### config.mk
export PLATFORM = sky130hd
export DESIGN_NAME = atr_parser
export DESIGN_NICKNAME = d
export VERILOG_FILES = /design/src/rtl/atr_pkg.sv /design/src/rtl/atr_ratio.sv /design/src/rtl/atr_store.sv /design/src/rtl/atr_seq.sv /design/src/rtl/atr_parser.sv
export SDC_FILE = /design/constraint.sdc
export NUM_CORES = 1
export LEC_CHECK = 0
export ABC_CLOCK_PERIOD_IN_PS = 2900
export BUFFER_PORTS_ARGS = -buffer_cell sky130_fd_sc_hd__buf_4
export CAP_MARGIN = 20
export CELL_PAD_IN_SITES_DETAIL_PLACEMENT = 1
export CELL_PAD_IN_SITES_GLOBAL_PLACEMENT = 2
export CORE_AREA = 2 2 260 262
export DETAILED_ROUTE_END_ITERATION = 8
export DIE_AREA = 0 0 262 264
export PLACE_DENSITY_LB_ADDON = 0.1
export SLEW_MARGIN = 20
export SYNTH_ARGS = -nofsm -noshare
export SYNTH_HDL_FRONTEND = slang
export SYNTH_SLANG_ARGS = --single-unit
### constraint.sdc
create_clock -name clk -period 2.9 [get_ports clk]
set_input_delay 0.58 -clock clk [delete_from_list [all_inputs] [get_ports clk]]
set_output_delay 0.58 -clock clk [all_outputs]
set_load 0.005 [all_outputs]
### src/rtl/atr_pkg.sv
// Package: shared parser state type and the rate-table lookups.
// Assumes indices are 4-bit nibbles; lookups are pure combinational functions.
package atr_pkg;

    typedef enum logic [3:0] {
        ST_IDLE, ST_INIT, ST_FMT, ST_IA, ST_IB, ST_IC, ST_ID,
        ST_HIST, ST_CHK, ST_DONE
    } atr_state_e;

    localparam int unsigned DIV_W      = 10;
    localparam int unsigned RATIO_W    = 18;
    localparam logic [3:0]  IDX_DEF    = 4'd1;
    localparam logic [DIV_W-1:0] DIV_DEF = 10'd372;

    // Clock-rate factor for an Fi index; zero marks a reserved index.
    function automatic logic [11:0] rate_f(input logic [3:0] idx);
        case (idx)
            4'd1:    rate_f = 12'd372;
            4'd2:    rate_f = 12'd558;
            4'd3:    rate_f = 12'd744;
            4'd4:    rate_f = 12'd1116;
            4'd5:    rate_f = 12'd1488;
            4'd6:    rate_f = 12'd1860;
            4'd9:    rate_f = 12'd512;
            4'd10:   rate_f = 12'd768;
            4'd11:   rate_f = 12'd1024;
            4'd12:   rate_f = 12'd1536;
            4'd13:   rate_f = 12'd2048;
            default: rate_f = 12'd0;
        endcase
    endfunction

    // Adjustment factor for a Di index as {valid, log2}; all factors are powers of two.
    function automatic logic [3:0] rate_d(input logic [3:0] idx);
        case (idx)
            4'd1:    rate_d = {1'b1, 3'd0};
            4'd2:    rate_d = {1'b1, 3'd1};
            4'd3:    rate_d = {1'b1, 3'd2};
            4'd4:    rate_d = {1'b1, 3'd3};
            4'd5:    rate_d = {1'b1, 3'd4};
            4'd10:   rate_d = {1'b1, 3'd1};
            4'd11:   rate_d = {1'b1, 3'd2};
            4'd12:   rate_d = {1'b1, 3'd3};
            4'd13:   rate_d = {1'b1, 3'd4};
            4'd14:   rate_d = {1'b1, 3'd5};
            4'd15:   rate_d = {1'b1, 3'd6};
            default: rate_d = 4'd0;
        endcase
    endfunction

    // Next expected byte: scan the indicator from slot 'from' (0=A..3=D) onward.
    function automatic atr_state_e next_slot(input logic [1:0] from,
                                             input logic [3:0] ind,
                                             input logic       no_hist);
        if (from == 2'd0 && ind[0])      next_slot = ST_IA;
        else if (from <= 2'd1 && ind[1]) next_slot = ST_IB;
        else if (from <= 2'd2 && ind[2]) next_slot = ST_IC;
        else if (ind[3])                 next_slot = ST_ID;
        else if (no_hist)                next_slot = ST_CHK;
        else                             next_slot = ST_HIST;
    endfunction

endpackage

### src/rtl/atr_ratio.sv
// Module: turns the captured rate indices into a divisor and a range flag.
// Assumes the indices are stable while the result is used; purely combinational.
module atr_ratio
    import atr_pkg::*;
(
    input  logic [3:0]       fi_i,
    input  logic [3:0]       di_i,
    output logic [DIV_W-1:0] ratio_o,
    output logic             ratio_ok_o
);
    logic [11:0]        f_val;
    logic [3:0]         d_code;
    logic [RATIO_W-1:0] full;

    // Scale F by D using shifts, multiplying for the upper half of the Di range.
    always_comb begin
        f_val  = rate_f(fi_i);
        d_code = rate_d(di_i);
        if (di_i[3]) full = RATIO_W'(f_val) << d_code[2:0];
        else         full = RATIO_W'(f_val >> d_code[2:0]);
        ratio_ok_o = (f_val != 12'd0) && d_code[3] && (full != '0)
                     && (full < RATIO_W'(1 << DIV_W));
        ratio_o    = full[DIV_W-1:0];
    end
endmodule

### src/rtl/atr_store.sv
// Module: byte buffer with a fill count and a sticky overflow flag.
// Assumes clr_i and wr_i are never needed in the same cycle (clear wins).
module atr_store #(
    parameter int unsigned DEPTH = 64,
    localparam int unsigned AW   = $clog2(DEPTH),
    localparam int unsigned CW   = AW + 1
) (
    input  logic          clk,
    input  logic          rst_n,
    input  logic          clr_i,
    input  logic          wr_i,
    input  logic [7:0]    wr_data_i,
    input  logic [AW-1:0] rd_addr_i,
    output logic [7:0]    rd_data_o,
    output logic [CW-1:0] count_o,
    output logic          overflow_o
);
    logic [7:0]    mem [DEPTH];
    logic [CW-1:0] count_q;
    logic          ovf_q;

    // Clear, append at the fill index, or flag the drop once full.
    always_ff @(posedge clk) begin
        if (!rst_n || clr_i) begin
            for (int i = 0; i < DEPTH; i++) mem[i] <= 8'h00;
            count_q <= '0;
            ovf_q   <= 1'b0;
        end else if (wr_i) begin
            if (count_q < CW'(DEPTH)) begin
                mem[count_q[AW-1:0]] <= wr_data_i;
                count_q <= count_q + 1'b1;
            end else begin
                ovf_q <= 1'b1;
            end
        end
    end

    // Asynchronous read of one entry.
    always_comb rd_data_o = mem[rd_addr_i];

    assign count_o    = count_q;
    assign overflow_o = ovf_q;
endmodule

### src/rtl/atr_seq.sv
// Module: sequence tracker for the answer-to-reset byte stream.
// Assumes one byte per rx_valid_i strobe; start_i has priority over a byte.
module atr_seq
    import atr_pkg::*;
(
    input  logic             clk,
    input  logic             rst_n,
    input  logic             start_i,
    input  logic             rx_valid_i,
    input  logic [7:0]       rx_byte_i,
    input  logic [DIV_W-1:0] ratio_i,
    input  logic             ratio_ok_i,
    output logic [3:0]       fi_o,
    output logic [3:0]       di_o,
    output logic             store_o,
    output logic             done_o,
    output logic [DIV_W-1:0] divisor_o,
    output logic             divisor_ok_o
);
    atr_state_e       state_q;
    logic [7:0]       ind_q;
    logic [3:0]       hist_q;
    logic [3:0]       fi_q, di_q;
    logic             done_q, ok_q;
    logic [DIV_W-1:0] div_q;
    logic             active;

    // A byte is stored in every parsing state except a zero while waiting for the first.
    always_comb begin
        active  = (state_q != ST_IDLE) && (state_q != ST_DONE);
        store_o = rx_valid_i && !start_i && active
                  && !(state_q == ST_INIT && rx_byte_i == 8'h00);
    end

    // State, indicator, historical count, rate indices and result registers.
    always_ff @(posedge clk) begin
        if (!rst_n || start_i) begin
            state_q <= rst_n ? ST_INIT : ST_IDLE;
            ind_q   <= 8'h00;
            hist_q  <= 4'd0;
            fi_q    <= IDX_DEF;
            di_q    <= IDX_DEF;
            done_q  <= 1'b0;
            ok_q    <= 1'b0;
            div_q   <= DIV_DEF;
        end else if (rx_valid_i) begin
            case (state_q)
                ST_INIT: if (rx_byte_i != 8'h00) state_q <= ST_FMT;
                ST_FMT: begin
                    hist_q  <= rx_byte_i[3:0];
                    ind_q   <= {rx_byte_i[7:4], 4'h0};
                    state_q <= next_slot(2'd0, rx_byte_i[7:4], rx_byte_i[3:0] == 4'd0);
                end
                ST_IA: begin
                    if (ind_q[3:0] == 4'h0) begin
                        fi_q <= rx_byte_i[7:4];
                        di_q <= rx_byte_i[3:0];
                    end
                    state_q <= next_slot(2'd1, ind_q[7:4], hist_q == 4'd0);
                end
                ST_IB: state_q <= next_slot(2'd2, ind_q[7:4], hist_q == 4'd0);
                ST_IC: state_q <= next_slot(2'd3, ind_q[7:4], hist_q == 4'd0);
                ST_ID: begin
                    ind_q   <= rx_byte_i;
                    state_q <= next_slot(2'd0, rx_byte_i[7:4], hist_q == 4'd0);
                end
                ST_HIST: begin
                    hist_q <= hist_q - 1'b1;
                    if (hist_q == 4'd1) state_q <= ST_CHK;
                end
                ST_CHK: begin
                    state_q <= ST_DONE;
                    done_q  <= 1'b1;
                    ok_q    <= ratio_ok_i;
                    if (ratio_ok_i) div_q <= ratio_i;
                end
                default: ;
            endcase
        end
    end

    assign fi_o         = fi_q;
    assign di_o         = di_q;
    assign done_o       = done_q;
    assign divisor_o    = div_q;
    assign divisor_ok_o = ok_q;
endmodule

### src/rtl/atr_parser.sv
// Module: top of the answer-to-reset parser; joins tracker, ratio unit and buffer.
// Assumes a byte-level receiver upstream and a synchronous active-low reset.
module atr_parser
    import atr_pkg::*;
#(
    parameter int unsigned DEPTH = 64,
    localparam int unsigned AW   = $clog2(DEPTH),
    localparam int unsigned CW   = AW + 1
) (
    input  logic             clk,
    input  logic             rst_n,
    input  logic             start_i,
    input  logic             rx_valid_i,
    input  logic [7:0]       rx_byte_i,
    input  logic [AW-1:0]    rd_addr_i,
    output logic [7:0]       rd_data_o,
    output logic [CW-1:0]    byte_count_o,
    output logic             overflow_o,
    output logic             done_o,
    output logic [DIV_W-1:0] divisor_o,
    output logic             divisor_ok_o
);
    logic [3:0]       fi, di;
    logic [DIV_W-1:0] ratio;
    logic             ratio_ok, store;

    atr_seq u_seq (
        .clk(clk), .rst_n(rst_n), .start_i(start_i),
        .rx_valid_i(rx_valid_i), .rx_byte_i(rx_byte_i),
        .ratio_i(ratio), .ratio_ok_i(ratio_ok),
        .fi_o(fi), .di_o(di), .store_o(store),
        .done_o(done_o), .divisor_o(divisor_o), .divisor_ok_o(divisor_ok_o)
    );

    atr_ratio u_ratio (
        .fi_i(fi), .di_i(di), .ratio_o(ratio), .ratio_ok_o(ratio_ok)
    );

    atr_store #(.DEPTH(DEPTH)) u_store (
        .clk(clk), .rst_n(rst_n), .clr_i(start_i),
        .wr_i(store), .wr_data_i(rx_byte_i),
        .rd_addr_i(rd_addr_i), .rd_data_o(rd_data_o),
        .count_o(byte_count_o), .overflow_o(overflow_o)
    );
endmodule

==> results of run 1 <==
==> state kept, by name, indices dropped and copies added (netlist names) <==
register / cells
u_seq.fi_o: 4
u_seq.di_o: 4
u_ratio.f_val: 11
u_seq.divisor_o: 10
u_seq.done_o: 1
u_store.mem: 512
u_store.count_o: 7
u_ratio.d_code: 4
u_seq.ind_q: 7
u_seq.state_q: 4
u_seq.divisor_ok_o: 1
u_seq.hist_q: 4
u_store.overflow_o: 1
==> logic make-up after synthesis <==
kind of cell | after synthesis | share of synthesized area
AO/OA/AOI/OAI | 183 | 0.0408
flip-flops | 570 | 0.601
XOR/XNOR | 3 | 0.000953
multiplexers | 214 | 0.158
AND/OR/NAND/NOR | 792 | 0.165
adder cells (fa/ha/maj) | 15 | 0.00680
buffers and inverters | 177 | 0.0277
==> worst register-to-register path: stages, from the launching register on <==
cell       delay, ns
dfxtp_1         0.35
buf_12          0.23
mux2i_1         0.50
nand2b_1        0.17
o2111ai_1       0.22
a2111oi_4       0.38
nand4_1         0.35
a21oi_1         0.30
nor3_2          0.07
==> power by group through the flow <==
stage,Sequential [W],Combinational [W],Clock [W]
after global placement,0.00968,0.00130,0
after CTS,0.00949,0.00135,0.00794
final,0.00950,0.00135,0.00780
after floorplan,0.00946,0.000852,0
after detailed placement,0.00966,0.00133,0
after global routing,0.00950,0.00144,0.00821
==> worst max-delay path by stage <==
stage / cells past startpoint / end / slack, ns
4_1_cts: 4 / rd_data_o[1] / -0.57
3_3_place_gp: 6 / rd_data_o[1] / -0.52
6_report: 4 / rd_data_o[7] / -0.53
2_1_floorplan: 9 / u_store.mem[33][0] / -0.12
5_1_grt: 4 / rd_data_o[2] / -0.57
3_5_place_dp: 6 / rd_data_o[4] / -0.56
==> layout by cell type, fill, tap and decap left out, types with 4 or more instances in the layout <==
cell,synthesis,final
mux4_2,175,175
nor2_2,5,5
buf_12,0,27
clkinvlp_4,0,5
inv_6,0,4
clkbuf_1,109,5
edfxtp_1,516,516
nor2b_1,12,11
mux2i_1,31,31
clkbuf_16,0,62
or3_1,4,4
o21ai_1,5,37
o31ai_1,4,4
nor2_1,106,106
ha_1,15,15
nor3_2,4,4
buf_4,6,127
inv_1,17,17
nor4_1,8,8
buf_6,4,11
nand2b_1,8,8
or2_2,4,4
and2_1,515,515
nand4_1,4,4
dfxtp_1,54,53
nor3_1,20,20
a21oi_1,42,42
a211oi_1,6,6
o21ai_0,81,49
bufinv_16,0,6
clkinv_1,1,17
clkinv_2,0,11
mux2_2,7,7
nand2_1,54,54
nand3_1,30,30
a22oi_1,4,4
==> routing by layer <==
metal / share of wire / routed length, um / global-route usage / vias to the layer above
met1: 0.44 / 38400 / 0.364 / 9054
met3: 0.052 / 4560 / 0.0363 / 119
met2: 0.48 / 42200 / 0.416 / 525
met4: 0.028 / 2480 / 0.0660 / 2
met5: 0.00015 / 13 / 0 / -
li1: - / - / - / 7392
==> area by class of cell <==
class	instances	area (um2)	area share
Antenna cell	1	2.50	0.0000791
Clock buffer	66	1550	0.0488
Clock inverter	47	419	0.0132
Inverter	18	67.6	0.00213
Multi-Input combinational cell	1207	10300	0.324
Sequential cell	570	16600	0.524
Tap cell	873	1090	0.0345
Timing Repair Buffer	171	1700	0.0537
==> metrics by stage <==
stage	setup TNS [ns]	hold WS (ns)	setup WS, ns	area [um2]
2_1_floorplan	-10.07	0.432	-0.120	27800
3_3_place_gp	-9.61	0.438	-0.524	29600
3_5_place_dp	-18.82	0.447	-0.556	29600
4_1_cts	-4.34	0.265	-0.566	31600
5_1_grt	-4.45	0.289	-0.574	31700
6_report	-4.14	0.304	-0.533	31700
==> repair_timing <==
item	CTS	global route
hold buffers	0	0
gates resized for setup	12	9
buffers inserted	0	0
endpoints found under the setup margin	30	49
gates cloned	0	1
==> out/qor.tcl, run 1 <==
set qor(ctsLongestPathBuffers) 3
set qor(crit_type) {flip-flop to output pin}
set qor(grt_pass1_wl_um) 127000
set qor(start_util) 0.414
set qor(die_area_um2) 69200
set qor(switching_power_w) 0.00443
set qor(fin_skew_ns) 0.0277
set qor(seq_area_frac_synth) 0.601
set qor(dp_hpwl_um) 59400
set qor(place.detailed.instances) 2834
set qor(arrival_ns) 2.85
set qor(row_count) 95
set qor(timing.critical_path.fanout_max) 1
set qor(run_status) {finished with violations}
set qor(cp-startpoint) {u_store.mem[46][7]}
set qor(grt_setup_unrepaired) {yes}
set qor(cp_cell_sequence) {mux4_2 > mux4_2 > mux4_2 > buf_6}
set qor(yosys.cell_count.top_type) {edfxtp_1}
set qor(yosys-top-cells-area) {edfxtp_1 56%, mux4_2 14%, and2_1 12%, dfxtp_1 3.9%, clkbuf_1 1.5%}
set qor(min-delay-start) {rst_n}
set qor(worst_slew_margin_rel) 0.294
set qor(r2r_start) {u_ratio.d_code[0]}
set qor(wp_buf_inv) 1
set qor(yosysTopAreaCellShare) 0.562
set qor(cp_common_cell) {mux4_2}
set qor(layoutNonFillerInstCount) 2953
set qor(synth_edf_count) 516
set qor(p_int_w) 0.0142
set qor(timing.final.setup_violations) 8
set qor(cts_root_buffer_type) {clkbuf_16}
set qor(reg2reg_slack_ns) 0.21
set qor(required_ns) 2.32
set qor(chipWidth_um) 262
set qor(critPathTopFamily) {multiplexers}
set qor(maxCapViolCount) 0
set qor(tightest_slew_ns) 1.06
set qor(numClockSinks) 570
set qor(p_clk_frac) 0.418
set qor(endpoint_of_the_worst_hold_path) {u_seq.state_q[0]}
set qor(report.final.hold_viol_count) 0
set qor(wirelength_um) 87600
set qor(holdCritPathClass) {input port to flip-flop}
set qor(wire_per_inst_um) 29.7
set qor(tritoncts) {done}
set qor(tmin_final_ns) 3.43
set qor(remaining_drc_errors) 0
set qor(logic_gate_share_of_total_power) 0.072
set qor(clock_tree.htree_level_count) 2
set qor(r2r_end) {u_seq.divisor_o[9]}
set qor(drt.antenna.violating_nets) 0
set qor(setup_slack_ns) -0.533
set qor(yosysWarnings) 0
set qor(failing_checks) {negative setup slack}
set qor(first_global_vias) 17255
set qor(max_slew_violations) 0
set qor(clk-insertion-delay-late_ns) 0.66
set qor(numPortBuffers) 45
set qor(synth.avg_cell_area_um2) 14.1
set qor(viasPerCell) 5.79
set qor(start_kind) {flip-flop}
set qor(max_stage_delay_ns) 0.55
set qor(power.ir.vdd_worst_uv) 412
set qor(seq_power_share) 0.509
set qor(layout_fillers) 6562
set qor(slowest_stage) {mux4_2}
set qor(die_h_um) 264
set qor(ys_ff_latch) 570
set qor(ys.flop_type) {edfxtp_1}
set qor(hold-path-cell-count) 2
set qor(via_count) 17092
set qor(timing.reg2reg.worst_path_depth) 8
set qor(grt_max_degree) 70
set qor(drt_first_pass_iters) 7
set qor(end_kind) {output pin}
set qor(routabilityCongestion) 0.895
set qor(post_synth_num_cell_types) 75
set qor(finish.utilization) 0.476
set qor(synth.cell_area_um2) 27600
set qor(async_flop_share) 0
set qor(drt_iter0_markers) 1577
set qor(synth.cells.most_frequent) {516 x edfxtp_1, 515 x and2_1, 175 x mux4_2, 109 x clkbuf_1, 106 x nor2_1}
set qor(syn-num-nets) 1987
set qor(syn-instance-count) 1954
set qor(leakage_power_total_nw) 11.7
set qor(p_sw_frac) 0.238
set qor(coreArea_um2) 66600
set qor(power.total_w) 0.0186
set qor(global_route.overflow_total) 0
set qor(post_route_fraction_of_the_period_consumed_by_the_critical_path) 1.18
set qor(nNetsFinal) 2062
set qor(grtUsageTotal) 0.257
set qor(max_freq_mhz) 291
set qor(clkSlewWorstSetupHoldPaths_ns) 0.06
set qor(p_per_area_nw_per_um2) 589
set qor(fraction_of_final_layout_cells_sized_beyond_drive_strength_1) 0.227
set qor(num_io_pins) 46
set qor(number_of_buffers_created_by_cts) 61
set qor(area_growth_syn_to_layout_pct) 14.8
set qor(area_leader_netlist) {edfxtp_1}
set qor(grt_antenna_before_repair) 3
(Power assumes the default switching activity.)
==> run 2: changes to the inputs <==
--- a/config.mk
+++ b/config.mk
@@ -11,9 +11,10 @@
 export CELL_PAD_IN_SITES_DETAIL_PLACEMENT = 1
 export CELL_PAD_IN_SITES_GLOBAL_PLACEMENT = 2
 export CORE_AREA = 2 2 260 262
+export CTS_CLUSTER_DIAMETER = 80
 export DETAILED_ROUTE_END_ITERATION = 8
 export DIE_AREA = 0 0 262 264
-export PLACE_DENSITY_LB_ADDON = 0.1
+export PLACE_DENSITY_LB_ADDON = 0.08
 export SLEW_MARGIN = 20
 export SYNTH_ARGS = -nofsm -noshare
 export SYNTH_HDL_FRONTEND = slang
==> run 2 against run 1 <==
Against the previous run: the run still ends with negative setup slack left; fmax rose by 1.5%; final cell count rose by 1.2%; wire length decreased by 0.67%; critical endpoint is now rd_data_o[6]; largest power group unchanged.
==> out/qor.tcl, run 2 (same netlist as run 1, synthesis figures left out) <==
set qor(run_status) {finished with violations}
set qor(failing_checks) {negative setup slack}
set qor(timing.critical_path.fanout_max) 1 ;# unchanged
set qor(wp_buf_inv) 1 ;# unchanged
set qor(max_freq_mhz) 296 ;# +1.5%
set qor(first_global_vias) 17698 ;# +2.6%
set qor(stdcell_area_um2) 32000 ;# +1.1%
set qor(final-seq-area_um2) 16600 ;# unchanged
set qor(layout_fillers) 6551 ;# -0.17%
set qor(grt_pass1_wl_um) 127000 ;# -0.22%
set qor(num_io_pins) 46 ;# unchanged
set qor(seq_power_share) 0.487 ;# -0.022
set qor(cts_root_buffer_type) {clkbuf_16}
set qor(slowest_stage) {mux4_2}
set qor(die_area_um2) 69200 ;# unchanged
set qor(area_growth_syn_to_layout_pct) 16.0
set qor(maxCapViolCount) 0 ;# unchanged
set qor(drt_first_pass_iters) 5 ;# -2
set qor(dp_hpwl_um) 59600 ;# +0.42%
set qor(tmin_final_ns) 3.38 ;# -0.0499 ns
set qor(chipWidth_um) 262 ;# unchanged
set qor(critPathTopFamily) {multiplexers}
set qor(remaining_drc_errors) 0 ;# unchanged
set qor(largest_register_by_flop_count) {u_store.mem}
set qor(crit_type) {flip-flop to output pin}
set qor(clock_tree.htree_level_count) 3 ;# +1
set qor(drt_iter0_markers) 1507 ;# -4.4%
set qor(max_stage_delay_ns) 0.55 ;# about the same
set qor(report.final.hold_viol_count) 0 ;# unchanged
set qor(ctsLongestPathBuffers) 3 ;# unchanged
set qor(tightest_slew_ns) 1.07 ;# +0.0149 ns
set qor(numClockSinks) 570 ;# unchanged
set qor(clkSlewWorstSetupHoldPaths_ns) 0.06 ;# about the same
set qor(grt_max_degree) 76 ;# +8.6%
set qor(post_route_fraction_of_the_period_consumed_by_the_critical_path) 1.17 ;# -0.0172
set qor(p_clk_frac) 0.443 ;# +0.025
set qor(number_of_buffers_created_by_cts) 67 ;# +9.8%
set qor(cp_cell_sequence) {mux4_2 > mux4_2 > mux4_2 > buf_6}
set qor(clk-insertion-delay-late_ns) 0.63 ;# -0.03 ns
set qor(cp_common_cell) {mux4_2}
set qor(holdCritPathClass) {input port to flip-flop}
set qor(grt_antenna_before_repair) 2 ;# -1
set qor(end_kind) {output pin}
set qor(post_dp_cell_area_um2) 29700 ;# +0.41%
set qor(start_util) 0.414 ;# unchanged
set qor(grt_setup_unrepaired) {yes}
set qor(grtUsageTotal) 0.257 ;# about the same
set qor(post_cts_hold_buffer_count) 0 ;# unchanged
set qor(power.ir.vdd_worst_uv) 419 ;# +1.7%
set qor(via_count) 17168 ;# +0.44%
set qor(timing.final.setup_violations) 8 ;# unchanged
set qor(logic_gate_share_of_total_power) 0.070 ;# -0.002
set qor(die_h_um) 264 ;# unchanged
set qor(multiInputGateArea_um2) 10300 ;# about the same
set qor(tritoncts) {done}
set qor(coreArea_um2) 66600 ;# unchanged
set qor(dp_slack_ns) -0.586 ;# -0.0302 ns
set qor(arrival_ns) 2.80 ;# -0.05 ns
set qor(p_per_area_nw_per_um2) 609 ;# +3.3%
set qor(max_slew_violations) 0 ;# unchanged
set qor(start_kind) {flip-flop}
set qor(worst_slew_margin_rel) 0.284 ;# -0.00990
set qor(fin_tns_setup_ns) -3.76 ;# +0.382 ns
set qor(row_count) 95 ;# unchanged
set qor(required_ns) 2.32 ;# about the same
set qor(leakage_power_total_nw) 11.9 ;# +1.7%
set qor(viasPerCell) 5.75 ;# -0.70%
set qor(largest_register_ffs) 512 ;# unchanged
set qor(setup_slack_ns) -0.483 ;# +0.0499 ns
set qor(fraction_of_final_layout_cells_sized_beyond_drive_strength_1) 0.241 ;# +0.0139
set qor(wirelength_um) 87000 ;# -0.67%
set qor(layout_common_cells) {516 x edfxtp_1, 515 x and2_1, 175 x mux4_2}
set qor(p_sw_frac) 0.233 ;# -0.00497
set qor(final_common_cell) {edfxtp_1}
set qor(drt.antenna.violating_nets) 0 ;# unchanged
set qor(fin_skew_ns) 0.0312 ;# +0.00348 ns
set qor(numPortBuffers) 45 ;# unchanged
set qor(global_route.overflow_total) 0 ;# unchanged
set qor(p_int_w) 0.0150 ;# +5.2%
set qor(nNetsFinal) 2092 ;# +1.5%
set qor(wire_per_inst_um) 29.1 ;# -1.8%
set qor(routabilityCongestion) 0.910 ;# +1.6%
set qor(switching_power_w) 0.00453 ;# +2.3%
run 2: changes by cell type in the layout (fill, tap and decap cells not counted), sizes merged:
| cell | previous run | this run |
|---|---|---|
| buf | 168 | 193 |
| clkbuf | 69 | 78 |
| clkinvlp | 6 | 3 |
| bufinv | 6 | 8 |
| clkinv | 31 | 33 |
| inv | 22 | 21 |
run 2: metal layers:
metal | share of wire | track usage | routed length (um) | up-vias
met1 | 0.44 | 0.357 | 37900 | 9091
met2 | 0.49 | 0.421 | 42400 | 519
met4 | 0.028 | 0.0734 | 2480 | 2
li1 | - | - | - | 7441
met5 | 0.000080 | 0 | 7 | -
met3 | 0.049 | 0.0358 | 4260 | 115
run 2: cell type report:
type,instances,share of cell area
flip-flops and latches,570,0.518
multi-input cells,1207,0.320
repair buffers,195,0.0556
clock buffers,76,0.0551
well taps,873,0.0341
clock inverters,47,0.0147
inverters,18,0.00211
diodes,1,0.0000782
run 2: final timing paths:
path,slack [ns],start,end,depth (start not counted)
worst min-delay path,0.31,rst_n,u_seq.state_q[0],2
worst min register to register,0.46,u_seq.ind_q[0],u_seq.ind_q[0],2
worst max-delay path,-0.48,u_store.mem[43][6],rd_data_o[6],4
worst max register to register,0.20,u_ratio.d_code[1],u_seq.divisor_o[6],7
run 2: through the flow:
step,utilization,total power [W],instances,hold slack [ns]
finish,0.481,0.0195,2987,0.314
detailed placement,0.446,0.0110,2862,0.451
floorplan,-,0.0103,1954,0.432
CTS,0.481,0.0197,2985,0.285
global placement,0.446,0.0110,2862,0.438
global route,0.481,0.0200,2986,0.332
run 2: power groups by stage:
stage                     registers, W  logic (W)  clock network (W)
after floorplan                0.00946   0.000852                  0
after global placement         0.00966    0.00134                  0
after detailed placement       0.00964    0.00137                  0
after CTS                      0.00948    0.00139            0.00879
after global routing           0.00949    0.00146            0.00908
final                          0.00948    0.00137            0.00863
run 2: what timing repair did:
action | 4_1_cts | 5_1_grt
resized for setup | 11 | 5
pin swaps | 0 | 0
setup endpoints to repair | 8 | 44
setup buffers | 0 | 0
==> run 3: changes to the inputs <==
--- a/config.mk
+++ b/config.mk
@@ -10,12 +10,13 @@
 export CAP_MARGIN = 20
 export CELL_PAD_IN_SITES_DETAIL_PLACEMENT = 1
 export CELL_PAD_IN_SITES_GLOBAL_PLACEMENT = 2
-export CORE_AREA = 2 2 260 262
+export CORE_AREA = 2 2 262 264
 export CTS_CLUSTER_DIAMETER = 80
 export DETAILED_ROUTE_END_ITERATION = 8
-export DIE_AREA = 0 0 262 264
-export PLACE_DENSITY_LB_ADDON = 0.08
+export DIE_AREA = 0 0 264 266
+export PLACE_DENSITY = 0.76
 export SLEW_MARGIN = 20
 export SYNTH_ARGS = -nofsm -noshare
 export SYNTH_HDL_FRONTEND = slang
+export SYNTH_HIERARCHICAL = 1
 export SYNTH_SLANG_ARGS = --single-unit
==> run 3 against run 2 <==
Against the previous run: the run still ends with negative setup slack left; via count rose by 4.7%; sequential share of layout area decreased by 3.2 points; design area increased by 4.7%; first-iteration DRC count decreased by 9.6%; critical path depth grew 10; register-to-register slack worse by 0.57 ns; worst setup slack gained 0.11 ns; critical path type is now flip-flop to flip-flop; highest routed layer unchanged.
==> out/qor.tcl, run 3 <==
set qor(run_status) {finished with violations}
set qor(failing_checks) {negative setup slack}
set qor(max_slew_violations) 0 ;# unchanged
set qor(via_count) 17980 ;# +4.7%
set qor(area_growth_syn_to_layout_pct) 22.5
set qor(max_freq_mhz) 305 ;# +3.3%
set qor(layout_common_cells) {518 x and2_1, 516 x edfxtp_1, 285 x buf_4}
set qor(clkSlewWorstSetupHoldPaths_ns) 0.06 ;# about the same
set qor(endpoint_of_the_worst_hold_path) {u_seq/state_q[0]}
set qor(yosys.cell_count.top_type) {and2_1}
set qor(yosys-top-cells-area) {edfxtp_1 57%, and2_1 12%, mux4_2 11%, dfxtp_1 2.9%, o21ai_0 1.7%}
set qor(seq_area_frac_synth) 0.594 ;# -0.00644
set qor(clock_tree.htree_level_count) 2 ;# -1
set qor(grt_pass1_wl_um) 121000 ;# -4.6%
set qor(numClockSinks) 555 ;# -2.6%
set qor(start_util) 0.404 ;# -0.0103
set qor(clk-insertion-delay-late_ns) 0.65 ;# +0.02 ns
set qor(dp_slack_ns) -0.530 ;# +0.0562 ns
set qor(die_area_um2) 70200 ;# +1.5%
set qor(crit_type) {flip-flop to flip-flop}
set qor(p_per_area_nw_per_um2) 552 ;# -9.2%
set qor(holdCritPathClass) {input port to flip-flop}
set qor(dp_hpwl_um) 53900 ;# -9.7%
set qor(viasPerCell) 5.60 ;# -2.6%
set qor(worst_slew_margin_rel) 0.342 ;# +0.0579
set qor(reg2reg_slack_ns) -0.37 ;# -0.57 ns
set qor(coreArea_um2) 67700 ;# +1.8%
set qor(post_dp_cell_area_um2) 30400 ;# +2.3%
set qor(end_kind) {flip-flop}
set qor(first_global_vias) 19121 ;# +8.0%
set qor(r2r_start) {u_seq/fi_o[1]}
set qor(r2r_end) {u_seq/divisor_o[4]}
set qor(largest_register_ffs) 512 ;# unchanged
set qor(timing.critical_path.fanout_max) 5 ;# +4
set qor(synth.avg_cell_area_um2) 13.4 ;# -5.4%
set qor(number_of_buffers_created_by_cts) 60 ;# -10%
set qor(syn-instance-count) 2049 ;# +4.9%
set qor(tightest_slew_ns) 0.987 ;# -0.0869 ns
set qor(fraction_of_final_layout_cells_sized_beyond_drive_strength_1) 0.324 ;# +0.0829
set qor(routabilityCongestion) 0.868 ;# -4.6%
set qor(cts_root_buffer_type) {clkbuf_16}
set qor(min-delay-start) {rst_n}
set qor(numPortBuffers) 45 ;# unchanged
set qor(async_flop_share) 0 ;# unchanged
set qor(ys_ff_latch) 555 ;# -2.6%
set qor(global_route.overflow_total) 0 ;# unchanged
set qor(grtUsageTotal) 0.230 ;# -0.0265
set qor(finish.utilization) 0.495 ;# +0.0140
set qor(post_cts_hold_buffer_count) 0 ;# unchanged
set qor(row_count) 96 ;# +1.1%
set qor(report.final.hold_viol_count) 0 ;# unchanged
set qor(place.detailed.instances) 3059 ;# +6.9%
set qor(grt_setup_unrepaired) {yes}
set qor(leakage_power_total_nw) 12.6 ;# +5.6%
set qor(area_leader_netlist) {edfxtp_1}
set qor(tritoncts) {done}
set qor(yosysTopAreaCellShare) 0.566 ;# +0.00424
set qor(num_io_pins) 46 ;# unchanged
set qor(grt_max_degree) 72 ;# -5.3%
set qor(timing.final.setup_violations) 19 ;# +11
set qor(setup_slack_ns) -0.375 ;# +0.108 ns
set qor(synth.cell_area_um2) 27400 ;# -0.75%
set qor(synth.cells.most_frequent) {519 x and2_1, 516 x edfxtp_1, 129 x mux4_2, 115 x nor2_1, 94 x o21ai_0}
set qor(drt.antenna.violating_nets) 0 ;# unchanged
set qor(wirelength_um) 81300 ;# -6.5%
set qor(grt_antenna_before_repair) 2 ;# unchanged
set qor(stdcell_area_um2) 33500 ;# +4.7%
set qor(wire_per_inst_um) 25.3 ;# -13%
set qor(fin_skew_ns) 0.0220 ;# -0.00917 ns
set qor(syn-num-nets) 2084 ;# +4.9%
set qor(remaining_drc_errors) 0 ;# unchanged
set qor(post_synth_num_cell_types) 79 ;# +5.3%
set qor(maxCapViolCount) 0 ;# unchanged
set qor(yosysWarnings) 6 ;# +6
set qor(arrival_ns) 3.78 ;# +0.98 ns
set qor(start_kind) {flip-flop}
set qor(nNetsFinal) 2312 ;# +11%
set qor(layoutNonFillerInstCount) 3212 ;# +7.5%
set qor(synth_edf_count) 516 ;# unchanged
set qor(fin_worst_hold_slack_ns) 0.355 ;# +0.0406 ns
set qor(final_common_cell) {and2_1}
set qor(post_route_fraction_of_the_period_consumed_by_the_critical_path) 1.13 ;# -0.0374
set qor(die_h_um) 266 ;# +0.76%
set qor(timing.reg2reg.worst_path_depth) 14 ;# +7
set qor(ys.flop_type) {edfxtp_1}
set qor(ctsLongestPathBuffers) 3 ;# unchanged
set qor(layout_fillers) 6837 ;# +4.4%
set qor(hold-path-cell-count) 2 ;# unchanged
set qor(power.ir.vdd_worst_uv) 556 ;# +33%
set qor(chipWidth_um) 264 ;# +0.76%
set qor(tmin_final_ns) 3.27 ;# -0.108 ns
set qor(largest_register_by_flop_count) {u_store/mem}
set qor(required_ns) 3.41 ;# +1.09 ns
set qor(drt_first_pass_iters) 5 ;# unchanged
set qor(drt_iter0_markers) 1362 ;# -9.6%
## run 3: changes by cell type in the layout (fill, tap and decap cells not counted), moves of 22 or more
cell     delta
o21ai_0    -38
nor2_2     +33
mux4_2     -46
nor2_1     -22
o21ai_2    +30
buf_4     +123
## run 3: worst max path at each step
stage | endpoint | slack (ns) | start | cells after the start
floorplan | u_store/mem[13][0] | -0.13 | rx_byte_i[5] | 11
global placement | u_seq/divisor_ok_o | -0.40 | u_seq/fi_o[0] | 11
detailed placement | u_seq/divisor_o[3] | -0.53 | u_seq/fi_o[0] | 13
CTS | rd_data_o[0] | -0.34 | u_store/mem[37][0] | 8
global route | u_seq/divisor_o[3] | -0.45 | u_seq/fi_o[1] | 13
finish | u_seq/divisor_o[4] | -0.37 | u_seq/fi_o[1] | 14
## run 3: kinds of logic after synthesis
family / synth area share
compound gates: 0.0601
mux: 0.125
simple gates: 0.181
fa+ha+maj: 0.00777
flops: 0.594
xor+xnor: 0.00192
buf+inv: 0.0301
## run 3: cell type report
cell class / count / area (um2) / area share
flip-flops and latches: 555 / 16300 / 0.486
multi-input cells: 1320 / 11200 / 0.335
repair buffers: 329 / 2910 / 0.0868
clock buffers: 73 / 1570 / 0.0469
well taps: 882 / 1100 / 0.0329
clock inverters: 41 / 387 / 0.0115
inverters: 11 / 46.3 / 0.00138
diodes: 1 / 2.50 / 0.0000746
## run 3: stage by stage
| step | setup TNS [ns] | total power [W] |
|---|---|---|
| 6_report | -5.17 | 0.0185 |
| 5_1_grt | -6.33 | 0.0191 |
| 4_1_cts | -4.82 | 0.0186 |
| 3_5_place_dp | -130.70 | 0.0109 |
| 3_3_place_gp | -120.40 | 0.0108 |
| 2_1_floorplan | -12.90 | 0.0102 |
## run 3: repair_timing
item                       CTS  global route
pin swaps                   28            32
gates cloned                 2             1
buffers inserted            19            17
resized for setup           91           114
setup endpoints to repair  235           335
## run 3: power breakdown
group	leakage [nW]	internal, W	switching (W)
Sequential	6.00	0.00907	0.000132
Combinational	5.65	0.000707	0.000961
Clock	0.965	0.00440	0.00325
## run 3: worst max-delay path: stages (launching register included)
cell and delay (ns):
dfxtp_4 0.37, inv_4 0.05, ha_4 0.21, mux4_2 0.52, o311a_1 0.17, a211oi_2 0.27
o21ba_4 0.20, o41ai_4 0.36, a32o_2 0.23, nand3_2 0.11, a31oi_4 0.22, nand3_2 0.15
buf_6 0.17, nand2_2 0.06, nand3_2 0.07
## run 3: layer usage
layer,up-vias,track usage,share of wire
met5,-,0,0.00016
li1,8050,-,-
met1,9325,0.297,0.42
met3,135,0.0345,0.049
met4,2,0.0769,0.031
met2,468,0.398,0.50
